<file path="config.mk">
export PLATFORM = sky130hd
export DESIGN_NAME = xor_chain_engine
export DESIGN_NICKNAME = d
export VERILOG_FILES = /design/src/rtl/xor_chain_engine.sv
export SDC_FILE = /design/constraint.sdc
export NUM_CORES = 1
export LEC_CHECK = 0
export BUFFER_PORTS_ARGS = -buffer_cell sky130_fd_sc_hd__buf_2
export CAP_MARGIN = 20
export CORE_MARGIN = 10
export CORE_UTILIZATION = 35
export CTS_CLUSTER_SIZE = 20
export DETAILED_ROUTE_END_ITERATION = 7
export PLACE_DENSITY = 0.6
export SYNTH_ARGS = -nofsm -noshare
export SYNTH_HDL_FRONTEND = slang
export SYNTH_SLANG_ARGS = --single-unit
</file>
<file path="constraint.sdc">
create_clock -name clk -period 6.24 [get_ports clk]
set_input_delay 0.312 -clock clk [delete_from_list [all_inputs] [get_ports clk]]
set_output_delay 0.312 -clock clk [all_outputs]
set_load 0.005 [all_outputs]
</file>
<file path="src/rtl/xor_chain_engine.sv">
module xor_chain_engine #(
  parameter int NSRC = 8
) (
  input  logic        clk,
  input  logic        rst_n,
  input  logic        reg_we,
  input  logic [1:0]  reg_addr,
  input  logic [31:0] reg_wdata,
  output logic [31:0] reg_rdata,
  output logic        mem_req,
  output logic        mem_we,
  output logic [31:0] mem_addr,
  output logic [31:0] mem_wdata,
  input  logic [31:0] mem_rdata,
  output logic        eod_evt,
  output logic        eoc_evt
);
  localparam int KLAST = 4 + NSRC;
  localparam int KW = $clog2(KLAST + 1);
  localparam int IW = $clog2(NSRC + 1);
  localparam int SW = $clog2(NSRC);
  localparam logic [2:0] OP_COPY = 3'd2;
  localparam logic [31:0] OK_WORD = 32'h8000_0000;

  typedef enum logic [2:0] {S_IDLE, S_DRQ, S_DCAP, S_SRQ, S_SCAP, S_WR, S_STAT} st_t;

  st_t st;
  logic [31:0] next_q, cur_q, cmd_q, nxt_q, dst_q, cnt_q, acc;
  logic [4:0] cfg_q;
  logic [31:0] src_a [NSRC];
  logic [KW-1:0] k;
  logic [IW-1:0] i;
  logic [29:0] w;

  function automatic logic [31:0] bswap(input logic [31:0] v);
    return {v[7:0], v[15:8], v[23:16], v[31:24]};
  endfunction

  logic busy, act_wr, src_hit, last_word;
  logic [2:0] opsel;
  logic [NSRC-1:0] mask;
  logic [31:0] fld;
  logic [SW-1:0] sidx;

  assign busy = (st != S_IDLE);
  assign act_wr = reg_we && (reg_addr == 2'd2) && reg_wdata[0];
  assign opsel = cfg_q[3] ? cmd_q[26:24] : cfg_q[2:0];
  assign mask = (opsel == OP_COPY) ? NSRC'(1) : cmd_q[NSRC-1:0];
  assign fld = cfg_q[4] ? bswap(mem_rdata) : mem_rdata;
  assign sidx = i[SW-1:0];
  assign src_hit = (i < IW'(NSRC)) && mask[sidx];
  assign last_word = (w + 30'd1) == cnt_q[31:2];

  assign mem_req = (st == S_DRQ) || (st == S_SRQ && src_hit) || (st == S_WR) || (st == S_STAT);
  assign mem_we = (st == S_WR) || (st == S_STAT);
  assign mem_wdata = (st == S_STAT) ? (cfg_q[4] ? bswap(OK_WORD) : OK_WORD) : acc;

  always_comb begin
    case (st)
      S_DRQ:   mem_addr = cur_q + 32'({k, 2'b00});
      S_SRQ:   mem_addr = src_a[sidx] + {w, 2'b00};
      S_WR:    mem_addr = dst_q + {w, 2'b00};
      default: mem_addr = cur_q;
    endcase
  end

  always_comb begin
    case (reg_addr)
      2'd0:    reg_rdata = next_q;
      2'd1:    reg_rdata = cur_q;
      2'd2:    reg_rdata = {26'd0, 1'b0, busy, 4'd0};
      default: reg_rdata = {27'd0, cfg_q};
    endcase
  end

  always_ff @(posedge clk) begin
    if (!rst_n) begin
      st <= S_IDLE;
      next_q <= '0;
      cur_q <= '0;
      cfg_q <= '0;
      cmd_q <= '0;
      nxt_q <= '0;
      dst_q <= '0;
      cnt_q <= '0;
      acc <= '0;
      k <= '0;
      i <= '0;
      w <= '0;
      eod_evt <= 1'b0;
      eoc_evt <= 1'b0;
      for (int j = 0; j < NSRC; j++) src_a[j] <= '0;
    end else begin
      eod_evt <= 1'b0;
      eoc_evt <= 1'b0;
      if (reg_we && reg_addr == 2'd0) next_q <= reg_wdata;
      if (reg_we && reg_addr == 2'd3) cfg_q <= reg_wdata[4:0];
      case (st)
        S_IDLE: if (act_wr) begin
          cur_q <= next_q;
          k <= KW'(1);
          st <= S_DRQ;
        end
        S_DRQ: st <= S_DCAP;
        S_DCAP: begin
          if (k == KW'(1)) cmd_q <= fld;
          if (k == KW'(2)) nxt_q <= fld;
          if (k == KW'(3)) dst_q <= fld;
          if (k == KW'(4)) cnt_q <= fld;
          for (int j = 0; j < NSRC; j++)
            if (k == KW'(5 + j)) src_a[j] <= fld;
          if (k == KW'(KLAST)) begin
            i <= '0;
            w <= '0;
            acc <= '0;
            st <= S_SRQ;
          end else begin
            k <= k + KW'(1);
            st <= S_DRQ;
          end
        end
        S_SRQ: begin
          if (i >= IW'(NSRC)) st <= S_WR;
          else if (src_hit) st <= S_SCAP;
          else i <= i + IW'(1);
        end
        S_SCAP: begin
          acc <= acc ^ mem_rdata;
          i <= i + IW'(1);
          st <= S_SRQ;
        end
        S_WR: begin
          if (last_word) st <= S_STAT;
          else begin
            w <= w + 30'd1;
            i <= '0;
            acc <= '0;
            st <= S_SRQ;
          end
        end
        S_STAT: begin
          eod_evt <= cmd_q[31];
          if (nxt_q == 32'd0) begin
            eoc_evt <= 1'b1;
            st <= S_IDLE;
          end else begin
            cur_q <= nxt_q;
            k <= KW'(1);
            st <= S_DRQ;
          end
        end
        default: st <= S_IDLE;
      endcase
    end
  end

  assert_mem_quiet_R1: assert property (@(posedge clk) disable iff (!rst_n)
    mem_req |-> busy);

  assert_start_addr_R2: assert property (@(posedge clk) disable iff (!rst_n)
    $rose(busy) |-> (cur_q == $past(next_q)));

  assert_eod_after_status_R8: assert property (@(posedge clk) disable iff (!rst_n)
    eod_evt |-> ($past(mem_we) && $past(mem_addr) == $past(cur_q)));

  assert_eoc_idle_R9: assert property (@(posedge clk) disable iff (!rst_n)
    eoc_evt |-> !busy);

  assert_busy_kick_R10: assert property (@(posedge clk) disable iff (!rst_n)
    (busy && act_wr && st != S_STAT) |=> $stable(cur_q));
endmodule

</file>
== Word level (Yosys, flattened, before mapping) ==
Memories as Yosys holds them, arrays and structs flattened. A register that Yosys moved wholly into a read port is not among the register bits.
Cells that the tools add are included.

* Bits in registers: 272
* Latch bits: 0
* RAM bits: 256
* ROM bits: 0
* Input port bits: 69
* Output and inout port bits: 100
* Logic and storage cells: 172
* Memories: 1

* Add/subtract/negate cells: 6
* $mul: 0
* Divide/modulo/power cells: 0
* $lt $le $gt $ge: 3
* Equality and inequality tests: 31
* Shift-type cells: 0
* Muxes and demuxes: 78
* Bitwise logic cells: 9
* Reduce and logical (&&, ||, !) cells: 30

{| class="wikitable"
|+ Memories
! memory !! depth !! width !! read ports !! clocked after memory_dff !! write ports !! RTL line !! RTL
|-
| src_a || 8 || 32 || 1 || 1 || 8 || 30 || <nowiki>logic [31:0] src_a [NSRC];</nowiki>
|}

{| class="wikitable"
|+ Operator list
! kind !! number
|-
| $mux W32 || 15
|-
| $pmux W32 S3 || 3
|-
| $add A32 B32 Y32 || 2
|-
| $pmux W32 S2 || 1
|-
| $mux W30 || 2
|-
| $pmux W30 S2 || 1
|-
| $mux W1 || 36
|-
| $add A32 B6 Y32 || 1
|-
| $logic_not A32 Y1 || 1
|-
| $xor A32 B32 Y32 || 1
|-
| $add A30 B1 Y30 const B || 1
|-
| $eq A30 B30 Y1 || 1
|-
| $mux W4 || 7
|-
| $mux W3 || 7
|-
| $pmux W3 S7 || 1
|-
| $eq A4 B4 Y1 const B || 5
|-
| $eq A4 B3 Y1 const B || 4
|-
| $pmux W4 S4 || 1
|-
| $ne A2 B2 Y1 const B || 7
|-
| $pmux W4 S3 || 1
|-
| $reduce_and A2 Y1 || 6
|-
| $eq A3 B2 Y1 const B || 3
|-
| $eq A3 B3 Y1 const B || 3
|-
| $reduce_and A3 Y1 || 3
|-
| other kinds (23) || 44
|}

== Logic depth before layout (Yosys ltp) ==
* Word-level depth: 11
* Mapped depth: 20
* Gate-level depth less buffers: 18

== Least setup slack after synthesis ==
Ideal clock, no wire load.

* Path kind: register to output
* Start: register (tool-made name)
* End: output mem_addr[30]
* Arrival time: 5248 ps
* Data required time: 5928 ps
* Setup slack: 680 ps
* Stages on the path, launching flop included: 18
* Path buffers: 3
* Path through: dfxtp_1 -> clkbuf_1 -> buf_1 -> buf_1 -> mux4_2 -> mux2i_1 -> o21ai_0 -> ha_1 -> a211o_1 -> or4_1 -> o2111ai_1 -> o211a_1 -> o31ai_1 -> a41o_1 -> or4_1 -> a31oi_1 -> xor2_1 -> o211ai_1

{| class="wikitable"
|+ RTL lines
! element !! RTL line !! RTL
|-
| end, declared || 12 || <nowiki>output logic [31:0] mem_addr,</nowiki>
|}

==> run_results.csv <==
group,metric,value,unit
global_routing,antenna_found_initial,12,
clocking,clock-sinks,509,
synthesis,synthesis.nets,2727,
final_layout,fin_nets,2871,
synthesis,ys_seq_area_share,49.3,%
floorplan,start_util,35.4,%
floorplan,die_y,292,µm
setup_path,worstSetupEndpointType,"output pin",
setup_path,start_kind,"register",
floorplan,die-width,292,µm
timing,fmax,0.172,GHz
synthesis,synth_edf_count,256,
routing,drc,0,
setup_path,crit_type,"register to output pin",
final_layout,syn2layout_area_growth,15.9,%
floorplan,core-area,73100,µm²
synthesis,async_flop_share,0,%
clocking,clkTransAtPathRegs,0.06,ns
power,p_leak,11.0,nW
clocking,insertion_delay,0.63,ns
timing,worstMarginPinSlew,1.09,ns
timing,finalSetupTns,0,ns
setup_path,cp.required,5.93,ns
timing,finalHoldViolCount,0,
timing,period_needed,5.83,ns
timing,clock_skew,0.0487,ns
timing,fin_crit_sh,93.4,%
floorplan,pin_count,169,
routing,avgViaCountPerCell,5.58,
floorplan,dieArea,85200,µm²
final_layout,drive_above_1_share,16.0,%
floorplan,rows,99,
routing,wl_per_cell,22.8,µm
synthesis,synthCells,2617,
synthesis,yosys_warnings,0,
placement,place.gp.congestion,0.928,
synthesis,synth.area.top_cells,"edfxtp_1 (30%), dfxtp_1 (20%), nor2_1 (6.2%)",
placement,hpwl,58000,µm
synthesis,syn-cell-area,25900,µm²
timing,rsz0062_at_grt,"false",
clocking,numCtsBuffers,56,
synthesis,ys_types,86,
global_routing,grt_pass1_wl,129000,µm
synthesis,yosys_register_bits,509,
run_status,status,"finished, final reports clean",
setup_path,cp_data_arrival_time,5.51,ns
clocking,clk_path_buf_depth,3,
global_routing,overflow,0,
synthesis,avgSynthCellArea,9.89,µm²
clocking,cts_root_buffer,"clkbuf_16",
clocking,htreeDepth,2,
global_routing,grt_usage,19.4,%
final_layout,final_core_util,41.1,%
timing,slew_headroom,25.4,%
routing,wirelength,85700,µm
global_routing,grt_start_max_net_pins,108,
synthesis,synthDominantCellAreaShare,29.7,%
routing,first_iter_violations,1963,
timing,maxSlewViolCount,0,
synthesis,synth_top_area_cell,"edfxtp_1",
run,cap_violations,0,
routing,vias,21032,
routing,postRouteAntennaNets,0,
placement,portBuffers,168,
setup_path,cp_max_fo,26,
worst_hold_path,hold_class,"primary input to register",
power,ir_drop,0.195,mV
global_routing,grt_pass1_vias,20667,
clocking,cts_tree,"yes",
power,power.density,255,nW/µm²
routing,dr.pass1.iters,5,
timing,finalSetupViolCount,0,
synthesis,synth-main-ff-cell,"edfxtp_1",
-- sequential cells by signal, indices dropped and copies added, names as in the netlist, named ones only --
register,flops
w,30
eod_evt,1
src_a,256
next_q,32
k,4
eoc_evt,1
nxt_q,32
cfg_q,5
cur_q,32
acc,32
i,4
cnt_q,30
cmd_q,12
dst_q,32
st,3
-- cell type report --
type,instances,area (µm²)
fillers,7033,43100
flip-flops and latches,509,12800
multi-input cells,1864,12200
repair buffers,270,1770
clock buffers,79,1550
well taps,959,1200
clock inverters,24,250
inverters,60,228
diodes,2,5.00
-- metrics by stage --
| stage | area (µm²) | instances | total power, mW | hold WS [ns] | setup slack [ns] |
|---|---|---|---|---|---|
| global placement | 27700 | 3620 | 4.40 | 0.465 | 1.15 |
| detailed placement | 27800 | 3621 | 4.42 | 0.467 | 1.14 |
| finish | 30000 | 3767 | 7.65 | 0.0277 | 0.414 |
| floorplan | 25900 | 2617 | 4.09 | 0.446 | 0.680 |
| global route | 30000 | 3766 | 7.89 | 0.0314 | 0.0739 |
| CTS | 29900 | 3758 | 7.69 | 0.000789 | 0.434 |
-- layout by cell type (no fill, tap or decap), types with 56 or more instances in the layout --
cell,n
mux4_2,66
a21oi_1,118
a211oi_1,116
inv_1,58
mux2i_1,102
clkbuf_16,56
nor2_1,427
edfxtp_1,256
o21ai_0,122
nand3_1,63
nand2_1,267
buf_2,167
dfxtp_1,248
buf_4,61
-- power breakdown --
part           internal (mW)  switching (mW)
clock                   1.89            1.38
combinational          0.233           0.431
sequential              3.62          0.0945
total                   5.74            1.91
-- metal layers --
layer | GRT usage, % | up-vias | part of all wire (%)
li1 | - | 9774 | -
met2 | 32.6 | 766 | 48
met4 | 7.71 | 2 | 3.9
met5 | 0 | - | 0.015
met1 | 24.6 | 10338 | 41
met3 | 3.38 | 152 | 7.3
-- cells in the mapped netlist, types with 4 or more instances --
master and count:
edfxtp_1 256, o211ai_1 22, o221ai_1 7, nor3_1 17, nor4_1 16, o211a_1 4, o21bai_1 7, buf_2 12
and4_1 7, xnor2_1 38, a31oi_1 6, o21ai_0 122, o21a_1 39, nor2b_1 8, buf_1 23, or3_1 22
and2_1 41, clkbuf_1 136, nor2_1 429, nand2_1 269, mux4_2 66, a211oi_1 116, nand3_1 63, o31ai_1 7
mux2i_1 115, and3_1 46, buf_4 8, a21o_1 14, nand4_1 24, a21oi_1 120, nor3b_1 14, ha_1 39
o21ai_1 4, a21oi_2 10, inv_1 58, dfxtp_1 253, nand2b_1 42, mux2_2 6, xor2_1 26, a311oi_1 33
-- cells by family (layout without fill, tap and decap cells) --
group	count (synthesis)	count (layout)	synth area share, %
AO/OA/AOI/OAI	545	545	14.0
XOR/XNOR	65	65	2.25
adder cells (fa/ha/maj)	41	41	2.04
buffers and inverters	244	433	3.81
flip-flops	509	509	49.3
multiplexers	187	187	10.4
other	0	2	0
AND/OR/NAND/NOR	1026	1026	18.2
-- final timing paths --
check	depth (start not counted)	end	startpoint	slack, ns
worst max-delay path	17	mem_addr[30]	register	0.41
worst min-delay path	3	acc[18]$_SDFFE_PN0P_	mem_rdata[18]	0.03
worst max register to register	11	w[19]$_SDFFE_PN0P_	w[0]$_SDFFE_PN0P_	1.55
worst min register to register	2	next_q[14]$_SDFFE_PN0P_	next_q[14]$_SDFFE_PN0P_	0.48
-- critical path, cell delays in order (launching register included) --
cell and delay, ns:
dfxtp_4 0.69, buf_12 0.28, mux4_2 0.51, mux2i_1 0.33
nand2_1 0.11, o21ai_0 0.15, fa_1 0.29, nor2b_1 0.07
o31a_1 0.29, o2111ai_1 0.43, o211a_1 0.22, o31ai_1 0.14
a41o_1 0.29, or4_1 0.40, a31oi_1 0.20, xor2_1 0.18
o211ai_1 0.10, buf_2 0.15
-- what timing repair did --
item,4_1_cts,5_1_grt
endpoints found under the hold margin,39,0
setup buffers,0,0
hold buffers,34,0
setup endpoints to repair,0,1
gates resized for setup,0,1
Power figures use the tool's default switching activity.
